--- src/rtl/i2c_dual_pkg.sv ---
package i2c_dual_pkg;
  localparam logic [3:0] TYPE_MEM     = 4'b1010;
  localparam logic [3:0] TYPE_MEM_ALT = 4'b1011;
  localparam logic [3:0] TYPE_CMD     = 4'b1001;

  typedef enum logic [3:0] {
    ST_IDLE, ST_ADDR, ST_ADDR_ACK, ST_PTR, ST_PTR_ACK,
    ST_WDATA, ST_WDATA_ACK, ST_RDATA, ST_RDATA_ACK
  } slv_state_e;
endpackage

--- src/rtl/i2c_line_sync.sv ---
module i2c_line_sync #(
  parameter int STAGES = 2
) (
  input  logic clk_i,
  input  logic rst_ni,
  input  logic line_i,
  output logic line_o,
  output logic rise_o,
  output logic fall_o
);
  logic [STAGES-1:0] ff_q;
  logic              prev_q;

  always_ff @(posedge clk_i or negedge rst_ni)
    if (!rst_ni) begin
      ff_q   <= '1;
      prev_q <= 1'b1;
    end else begin
      ff_q   <= {ff_q[STAGES-2:0], line_i};
      prev_q <= ff_q[STAGES-1];
    end

  assign line_o = ff_q[STAGES-1];
  assign rise_o = line_o & ~prev_q;
  assign fall_o = ~line_o & prev_q;
endmodule

--- src/rtl/i2c_addr_match.sv ---
module i2c_addr_match
  import i2c_dual_pkg::*;
(
  input  logic       [7:0] byte_i,
  input  logic             alt_id_i,
  input  logic             a2_sel_i,
  input  logic             a2_i,
  input  logic       [1:0] cfg_addr_i,
  output logic             hit_o,
  output logic             cmd_o
);
  logic [2:0] own_bus;
  logic       mem_hit;

  assign own_bus = {a2_sel_i & a2_i, cfg_addr_i};
  assign mem_hit = (byte_i[7:4] == (alt_id_i ? TYPE_MEM_ALT : TYPE_MEM));
  assign cmd_o   = (byte_i[7:4] == TYPE_CMD);
  assign hit_o   = (mem_hit | cmd_o) & (byte_i[3:1] == own_bus);
endmodule

--- src/rtl/i2c_page_ptr.sv ---
module i2c_page_ptr #(
  parameter int PTR_W  = 8,
  parameter int PAGE_W = 4
) (
  input  logic             clk_i,
  input  logic             rst_ni,
  input  logic             load_i,
  input  logic [PTR_W-1:0] load_val_i,
  input  logic             inc_page_i,
  input  logic             inc_lin_i,
  output logic [PTR_W-1:0] ptr_o
);
  logic [PTR_W-1:0] ptr_q, page_nxt;

  generate
    if (PAGE_W >= PTR_W) begin : g_flat
      assign page_nxt = ptr_q + 1'b1;
    end else begin : g_paged
      logic [PAGE_W-1:0] low_inc;
      assign low_inc  = ptr_q[PAGE_W-1:0] + 1'b1;
      assign page_nxt = {ptr_q[PTR_W-1:PAGE_W], low_inc};
    end
  endgenerate

  always_ff @(posedge clk_i or negedge rst_ni)
    if (!rst_ni)         ptr_q <= '0;
    else if (load_i)     ptr_q <= load_val_i;
    else if (inc_page_i) ptr_q <= page_nxt;
    else if (inc_lin_i)  ptr_q <= ptr_q + 1'b1;

  assign ptr_o = ptr_q;
endmodule

--- src/rtl/i2c_dual_slave.sv ---
module i2c_dual_slave
  import i2c_dual_pkg::*;
#(
  parameter int PTR_W  = 8,
  parameter int PAGE_W = 4,
  parameter int SYNC_N = 2
) (
  input  logic             clk_i,
  input  logic             rst_ni,
  input  logic             scl_i,
  input  logic             sda_i,
  output logic             sda_oe_o,
  input  logic             cfg_alt_id_i,
  input  logic             cfg_a2_sel_i,
  input  logic [1:0]       cfg_addr_i,
  input  logic             a2_pin_i,
  output logic             reg_space_o,
  output logic [PTR_W-1:0] reg_addr_o,
  output logic             reg_we_o,
  output logic [7:0]       reg_wdata_o,
  input  logic [7:0]       reg_rdata_i,
  output logic             halt_o,
  output logic             commit_o
);
  localparam int BITS  = 8;
  localparam int CNT_W = $clog2(BITS);

  logic [1:0] raw, lvl, rise, fall;
  assign raw = {sda_i, scl_i};

  for (genvar g = 0; g < 2; g++) begin : g_sync
    i2c_line_sync #(.STAGES(SYNC_N)) i_sync (
      .clk_i, .rst_ni, .line_i(raw[g]),
      .line_o(lvl[g]), .rise_o(rise[g]), .fall_o(fall[g])
    );
  end

  logic scl_s, sda_s, scl_rise, scl_fall, start_det, stop_det;
  assign scl_s     = lvl[0];
  assign sda_s     = lvl[1];
  assign scl_rise  = rise[0];
  assign scl_fall  = fall[0];
  // SDA edge while SCL stays high
  assign start_det = scl_s & ~scl_rise & fall[1];
  assign stop_det  = scl_s & ~scl_rise & rise[1];

  slv_state_e       state_q;
  logic [CNT_W-1:0] bit_cnt_q;
  logic [BITS-1:0]  sh_q, tx_q, byte_in;
  logic             phase_q, rw_q, space_q, nack_q, pend_q;
  logic             oe_q, halt_q, commit_q, we_q;
  logic [7:0]       wdata_q;
  logic             ld_q, inc_pg_q, inc_ln_q;
  logic [PTR_W-1:0] ld_val_q;
  logic             hit, is_cmd;

  assign byte_in = {sh_q[BITS-2:0], sda_s};

  i2c_addr_match i_match (
    .byte_i(byte_in), .alt_id_i(cfg_alt_id_i), .a2_sel_i(cfg_a2_sel_i),
    .a2_i(a2_pin_i), .cfg_addr_i, .hit_o(hit), .cmd_o(is_cmd)
  );

  i2c_page_ptr #(.PTR_W(PTR_W), .PAGE_W(PAGE_W)) i_ptr (
    .clk_i, .rst_ni, .load_i(ld_q), .load_val_i(ld_val_q),
    .inc_page_i(inc_pg_q), .inc_lin_i(inc_ln_q), .ptr_o(reg_addr_o)
  );

  always_ff @(posedge clk_i or negedge rst_ni)
    if (!rst_ni) begin
      state_q <= ST_IDLE; bit_cnt_q <= '0; sh_q <= '0; tx_q <= '0;
      phase_q <= 1'b0; rw_q <= 1'b0; space_q <= 1'b0; nack_q <= 1'b0;
      pend_q <= 1'b0; oe_q <= 1'b0; halt_q <= 1'b0; commit_q <= 1'b0;
      we_q <= 1'b0; wdata_q <= '0; ld_q <= 1'b0; ld_val_q <= '0;
      inc_pg_q <= 1'b0; inc_ln_q <= 1'b0;
    end else begin
      commit_q <= 1'b0; we_q <= 1'b0; ld_q <= 1'b0;
      inc_pg_q <= 1'b0; inc_ln_q <= 1'b0;
      if (stop_det) begin
        state_q  <= ST_IDLE;
        oe_q     <= 1'b0;
        halt_q   <= 1'b0;
        commit_q <= pend_q;
        pend_q   <= 1'b0;
      end else if (start_det) begin
        state_q   <= ST_ADDR;
        bit_cnt_q <= '0;
        oe_q      <= 1'b0;
        phase_q   <= 1'b0;
      end else begin
        unique case (state_q)
          ST_ADDR, ST_PTR, ST_WDATA: if (scl_rise) begin
            sh_q      <= byte_in;
            bit_cnt_q <= bit_cnt_q + 1'b1;
            phase_q   <= 1'b0;
            if (bit_cnt_q == CNT_W'(BITS-1)) begin
              if (state_q == ST_ADDR) begin
                if (hit) begin
                  state_q <= ST_ADDR_ACK;
                  rw_q    <= byte_in[0];
                  space_q <= is_cmd;
                end else begin
                  state_q <= ST_IDLE;
                end
              end else if (state_q == ST_PTR) begin
                ld_q     <= 1'b1;
                ld_val_q <= PTR_W'(byte_in);
                state_q  <= ST_PTR_ACK;
              end else begin
                we_q    <= 1'b1;
                wdata_q <= byte_in;
                pend_q  <= pend_q | ~space_q;
                state_q <= ST_WDATA_ACK;
              end
            end
          end
          ST_ADDR_ACK, ST_PTR_ACK, ST_WDATA_ACK: if (scl_fall) begin
            if (!phase_q) begin
              phase_q <= 1'b1;
              oe_q    <= 1'b1;
              if (state_q == ST_ADDR_ACK) halt_q <= 1'b1;
            end else begin
              phase_q <= 1'b0;
              oe_q    <= 1'b0;
              if (state_q == ST_ADDR_ACK && rw_q) begin
                state_q <= ST_RDATA;
                tx_q    <= reg_rdata_i;
                oe_q    <= ~reg_rdata_i[BITS-1];
              end else if (state_q == ST_ADDR_ACK) begin
                state_q <= ST_PTR;
              end else begin
                inc_pg_q <= (state_q == ST_WDATA_ACK);
                state_q  <= ST_WDATA;
              end
            end
          end
          ST_RDATA: begin
            if (scl_rise) begin
              bit_cnt_q <= bit_cnt_q + 1'b1;
              if (bit_cnt_q == CNT_W'(BITS-1)) begin
                state_q <= ST_RDATA_ACK;
                phase_q <= 1'b0;
              end
            end else if (scl_fall) begin
              tx_q <= tx_q << 1;
              oe_q <= ~tx_q[BITS-2];
            end
          end
          ST_RDATA_ACK: begin
            if (scl_rise) nack_q <= sda_s;
            else if (scl_fall) begin
              if (!phase_q) begin
                phase_q  <= 1'b1;
                oe_q     <= 1'b0;
                inc_ln_q <= 1'b1;
              end else if (nack_q) begin
                state_q <= ST_IDLE;
              end else begin
                state_q <= ST_RDATA;
                tx_q    <= reg_rdata_i;
                oe_q    <= ~reg_rdata_i[BITS-1];
              end
            end
          end
          default: ;
        endcase
      end
    end

  assign sda_oe_o    = oe_q;
  assign halt_o      = halt_q;
  assign commit_o    = commit_q;
  assign reg_we_o    = we_q;
  assign reg_wdata_o = wdata_q;
  assign reg_space_o = space_q;
endmodule

--- config.mk ---
export PLATFORM = sky130hd
export DESIGN_NAME = i2c_dual_slave
export DESIGN_NICKNAME = d
export VERILOG_FILES = /design/src/rtl/i2c_dual_pkg.sv /design/src/rtl/i2c_line_sync.sv /design/src/rtl/i2c_addr_match.sv /design/src/rtl/i2c_page_ptr.sv /design/src/rtl/i2c_dual_slave.sv
export SDC_FILE = /design/constraint.sdc
export NUM_CORES = 1
export LEC_CHECK = 0
export ABC_AREA = 0
export BUFFER_PORTS_ARGS = -buffer_cell sky130_fd_sc_hd__buf_2
export CORE_ASPECT_RATIO = 0.75
export CORE_MARGIN = 2
export CORE_UTILIZATION = 52
export CTS_CLUSTER_DIAMETER = 100
export DETAILED_ROUTE_END_ITERATION = 6
export PLACE_DENSITY = 0.76
export SLEW_MARGIN = 20
export SYNTH_ARGS = -nofsm -noshare
export SYNTH_HDL_FRONTEND = slang
export SYNTH_SLANG_ARGS = --single-unit
--- constraint.sdc ---
create_clock -name clk_i -period 2 [get_ports clk_i]
set_input_delay 0 -clock clk_i [delete_from_list [all_inputs] [get_ports clk_i]]
set_output_delay 0 -clock clk_i [all_outputs]
set_load 0.1 [all_outputs]
# Yosys cells after proc, flatten, opt, wreduce, memory -nomap -nowiden
# Cells that the tools add are included.
# op_classes
add_sub_neg	3
bitwise	23
n_mux	96
n_eq_ne	44
n_reduce_logical	31
# ops
op	n
two-way mux 7 bit	9
two-way mux 1 bit	60
two-way mux 4 bit	12
!= test 4 bit, second input constant	8
AND reduction 7 bit	4
two-way mux 8 bit	3
one-hot mux 7 bit (3 select lines)	1
!= test 2 bit, second input constant	10
two-way mux 3 bit	6
nonzero test 2 bit	9
== test 4 x 3 -> 1 bit, second input constant	4
one-hot mux 4 bit (4 select lines)	1
!= test 3 bit, second input constant	4
!= test 4 x 3 -> 1 bit, second input constant	3
inverter 1 bit	12
AND reduction 12 bit	1
AND reduction 10 bit	1
nonzero test 5 bit	2
bitwise AND 1 bit	9
adder 8 x 1 -> 8 bit, second input constant	1
== test 4 x 2 -> 1 bit, second input constant	2
== test 4 bit, second input constant	2
!= test 2 x 1 -> 1 bit, second input constant	4
AND reduction 4 bit	2
other kinds (22)	27
# word_totals
reg_bits	63
in_bits	17

# Logic depth before layout (Yosys ltp)
# logic_depth
depth_word	11
depth_mapped	7
mapped_depth_nobuf	6

# Cells and area by module
# Synthesis repeated with hierarchy kept, for this count alone.
# hier_totals
cells_unflattened	267
area_unflattened_um2	3079.2
# by_module_without_submodules
module	n_inst	seq_area_each_um2	area_per_inst_um2	cells_per_inst
i2c_dual_slave	1	1226.2	2332.2	195
i2c_page_ptr	1	200.2	475.5	53
i2c_line_sync	2	78.8	93.8	5
i2c_addr_match	1	0.0	83.8	9

# Worst setup path before layout
# Ideal clock, no wire load.
# synth_timing
kind	flip-flop to flip-flop
start	reg g_sync[0].i_sync.prev_q
end	reg state_q[1]
path_stages_with_launch	5
setup_slack_ns	0.082
t_arrival_ns	1.793
t_required_ns	1.875
cell_sequence	dfstp_2 nor2b_1 a21oi_2 o41ai_4 mux2_2
# synth_between
elab_chain_cells	7
elab_cells_between_ends	20
classes_between	9 x eq/ne; 2 x mux; 7 x bitwise; 2 x reduce/logical
# synth_lines
item	line	text
from (decl)	i2c_line_sync.sv:12	logic prev_q;
from (signal assigned)	i2c_line_sync.sv:20	prev_q <= ff_q[STAGES-1];
inverter 1 bit	i2c_line_sync.sv:24	assign rise_o = line_o & ~prev_q;
bitwise AND 1 bit	i2c_line_sync.sv:24	
inverter 1 bit	i2c_dual_slave.sv:44, i2c_dual_slave.sv:45	
bitwise AND 1 bit	i2c_dual_slave.sv:44, i2c_dual_slave.sv:45	
bitwise AND 1 bit, on equally long branches	i2c_dual_slave.sv:44, i2c_dual_slave.sv:45	
!= test 4 x 3 -> 1 bit (no line), or another cell as far along	--	
AND reduction 10 bit (no line) / two-way mux 4 bit (equally long branches)	--	
to (signal assigned)	i2c_dual_slave.sv:71	state_q <= ST_IDLE; bit_cnt_q <= '0; sh_q <= '0; tx_q <= '0;
to (signal assigned)	i2c_dual_slave.sv:80	state_q <= ST_IDLE;
to (signal assigned)	i2c_dual_slave.sv:86	state_q <= ST_ADDR;
to (decl)	i2c_dual_slave.sv:47	slv_state_e state_q;
# Several ways; a longest one is shown, not always the timed one.
# A chain may end at the register's enable or synchronous reset.

# Final worst setup path
# layout_timing
start	reg state_q[1]
end	reg state_q[2]
# layout_between
elab_chain_cells	8
elab_cells_between_ends	32
classes_between	17 x eq/ne; 10 x mux; 5 x reduce/logical
# layout_lines
item	line	text
== test 4 x 2 -> 1 bit	i2c_dual_slave.sv:91, i2c_dual_slave.sv:125, i2c_dual_slave.sv:129	
two-way mux 3 bit / logical AND 1 bit (equally long branches)	i2c_dual_slave.sv:129, i2c_dual_slave.sv:125	
two-way mux 3 bit	i2c_dual_slave.sv:125	if (state_q == ST_ADDR_ACK && rw_q) begin
two-way mux 4 bit	i2c_dual_slave.sv:118	if (!phase_q) begin
two-way mux 4 bit	i2c_dual_slave.sv:117	ST_ADDR_ACK, ST_PTR_ACK, ST_WDATA_ACK: if (scl_fall) begin
one-hot mux 4 bit (4 select lines)	i2c_dual_slave.sv:91	unique case (state_q)
two-way mux 4 bit	i2c_dual_slave.sv:85	end else if (start_det) begin
two-way mux 4 bit	i2c_dual_slave.sv:79	if (stop_det) begin
# Several ways; a longest one is shown, not always the timed one. The select of a mux whose other input is x is not followed.

==> flow_metrics.py <==
metrics = {
    "status": {
        "outcome": "finished, final reports clean",
    },
    "sta": {
        "slew_viol_final": 0,
        "hold_viol": 0,
        "max_freq_mhz": 501,
        "slew_headroom": 0.675,
        "setup_viol": 0,
        "timing.final.crit_period_ns": 1.99,
        "tightest_slew_ns": 0.491,
        "finalClockSkew_ns": 0.00590,
        "layout_worst_path_cycle_share": 0.997,
        "holdWs_ns": 0.0234,
    },
    "worst_setup_path": {
        "rrSetupSlack_ns": 0.005,
        "cp_cell_sequence": "or3b_4, buf_4, a211oi_4, buf_4, o41ai_4, buf_4, mux2i_1",
        "crit_family": "buffers and inverters",
        "crit_path_top_delay_cell": "dfrtp_2",
        "required_ns": 2.21,
        "worst-path-buf-inv": 3,
        "cp-end-kind": "flop",
        "crit_fanout": 6,
        "startpoint_type": "flop",
        "worstSetupPathType": "flop to flop",
        "cp.arrival_ns": 2.21,
        "cp_slowest_stage_delay_ns": 0.44,
        "path_common_cell": "buf_4",
    },
    "finish": {
        "regArea_um2": 1590,
        "layout-drive-gt1-share": 0.414,
        "nFillCells": 422,
        "nets": 346,
        "multi_input_area_um2": 1400,
        "diodes": 0,
        "final-instance-count-excl-fill": 406,
        "syn_to_final_growth_pct": 25.0,
    },
    "synth": {
        "synth_cell_types": 53,
        "synthFlopType": "dfrtp_1",
        "yosysTopAreaCell": "dfrtp_1",
        "syn_avg_cell_area_um2": 12.0,
        "ys_top_cells_by_area": "dfrtp_1 47%, mux2_2 14%, dfstp_2 5.2%",
        "synthCells": 252,
        "synth-async-reset-ratio": 1.00,
        "synthTopCellsByCount": "57 x dfrtp_1, 37 x mux2_2, 18 x nand2_1",
        "syn_area_um2": 3020,
        "yosys.area.top_type_share": 0.472,
        "ys_seq_elements": 63,
        "yosysMostFrequentCell": "dfrtp_1",
        "seq_area_frac_synth": 0.525,
        "syn_nets": 272,
        "ys_warn_count": 0,
        "synth-edff-count": 0,
    },
    "place": {
        "place.port_buffers": 37,
        "dp_cells": 376,
        "gp_congestion": 0.992,
        "dp_hpwl_mm": 4.51,
    },
    "power": {
        "peakVddDrop_v": 0.000631,
        "swShare": 0.373,
        "p_switching_w": 0.00181,
        "seqPwrFrac": 0.374,
        "p_leak_nw": 1.84,
        "cellPowerDensity_nw_per_um2": 1290,
        "combPwrFrac": 0.408,
        "clkPwrFrac": 0.218,
        "internal_power_w": 0.00305,
        "power_w": 0.00486,
    },
    "floorplanning": {
        "num_rows": 23,
        "die_width_um": 92.0,
        "dieArea_um2": 6440,
        "initial_utilization": 0.552,
        "die_h_um": 70.0,
        "coreArea_um2": 5470,
        "io_pins": 38,
    },
    "detailed_routing": {
        "viasPerCell": 5.36,
        "wl_mm": 6.38,
        "drt-pass1-iter-count": 4,
        "detail-route-antenna-nets": 0,
        "drc": 0,
        "drtIter0Drc": 210,
        "num_vias": 2178,
        "avgRoutedWirePerCell_um": 15.7,
    },
    "run": {
        "maxCapViolations": 0,
    },
    "min_path": {
        "hold_class": "input port to flop",
    },
    "clock_tree": {
        "clk_latency_ns": 0.33,
        "cts_root_buf": "clkbuf_8",
        "cts_max_path_buffers": 2,
        "cts_made_buffers": 9,
        "path_clk_slew_ns": 0.06,
        "cts_tree": "built",
        "clock_sink_count": 63,
        "htreeDepth": 3,
    },
    "global_route": {
        "globalRouteTotalUtil": 0.217,
        "grt_first_pass_wirelength_mm": 10.9,
        "grt_pass1_vias": 2185,
        "antenna_found_initial": 0,
        "grt-ovfl-total": 0,
        "grt_max_degree": 26,
    },
}
## routing by layer
layer | GRT usage | share of wire | up-vias
met1 | 0.321 | 0.48 | 1049
met3 | 0.0690 | 0.068 | 4
li1 | - | - | 1055
met5 | 0 | 0 | -
met4 | 0.0647 | 0.0061 | 0
met2 | 0.308 | 0.44 | 70
## placed cells by master (no fill, tap or decap), types with 6 or more instances in the layout
master    Yosys  layout
inv_1         7       7
nand2_1      18      18
nor2_1       13      13
dfstp_2       6       6
buf_4         1      29
clkbuf_8      0      10
nand3_1       7       6
o21ai_0      15      15
buf_2         3      37
xor2_1        9       9
mux2_2       37      37
dfrtp_1      57      55
## cell families (layout without fill, tap and decap cells)
logic type                 after synthesis  after routing  synth area share
and+or+nand+nor                         71             71             0.138
AOI/OAI and AO/OA                       42             42             0.103
DFF                                     63             63             0.525
buffers and inverters                   16             95            0.0224
muxes                                   44             44             0.162
adders and majority gates                3              3            0.0124
xor gates and xnor gates                13             13            0.0377
## per-stage QoR
stage	TNS, ns	worst slack, ns	cell area [µm²]	utilization
2_1_floorplan	0	0.0822	3020	-
3_3_place_gp	0	0.0177	3410	0.624
3_5_place_dp	-0.103	-0.0546	3410	0.624
4_1_cts	0	0.00979	3660	0.670
5_1_grt	-0.0954	-0.0344	3770	0.690
6_report	0	0.00531	3770	0.690
## power groups by stage
stage          registers [W]  logic (W)  clock network (W)
2_1_floorplan        0.00199    0.00107                  0
3_3_place_gp         0.00182    0.00174                  0
3_5_place_dp         0.00183    0.00177                  0
4_1_cts              0.00181    0.00179            0.00109
5_1_grt              0.00187    0.00214            0.00114
6_report             0.00182    0.00198            0.00106
## tightest hold or removal path: stages
cell and delay (ns):
buf_2 0.07, mux2_2 0.12, mux2_2 0.13
## registers in the layout, summed over array words and instances, names as in the netlist, 2 cells and up
signal	flops
g_sync.i_sync.ff_q	4
g_sync.i_sync.prev_q	2
ld_val_q	8
i_ptr.ptr_o	8
tx_q	7
reg_wdata_o	8
bit_cnt_q	3
state_q	4
sh_q	7
## area by class of cell
cell class | instances | area share
clock buffer | 12 | 0.0385
timing repair buffer | 72 | 0.125
clock inverter | 4 | 0.0119
tap | 75 | 0.0249
inverter | 7 | 0.00696
sequential | 63 | 0.420
multi-input combinational | 173 | 0.372
## what timing repair did
action | CTS | global route
pin swaps | 0 | 7
endpoints found under the setup margin | 2 | 13
resized for setup | 1 | 7
hold buffers | 5 | 0
endpoints found under the hold margin | 22 | 0
setup buffers | 0 | 9
## final timing paths
check	startpoint	endpoint	cells past startpoint
max in group asynchronous	rst_ni	g_sync[0].i_sync.prev_q$_DFF_PN1_	3
hold / removal	reg_rdata_i[3]	tx_q[3]$_DFFE_PN0P_	3
setup reg to reg	state_q[1]$_DFFE_PN0P_	state_q[2]$_DFFE_PN0P_	7
setup / recovery	state_q[1]$_DFFE_PN0P_	state_q[2]$_DFFE_PN0P_	7
min in group asynchronous	rst_ni	reg_we_o$_DFF_PN0_	2
hold reg to reg	g_sync[1].i_sync.ff_q[0]$_DFF_PN1_	g_sync[1].i_sync.ff_q[1]$_DFF_PN1_	0
(Power assumes the default switching activity.)
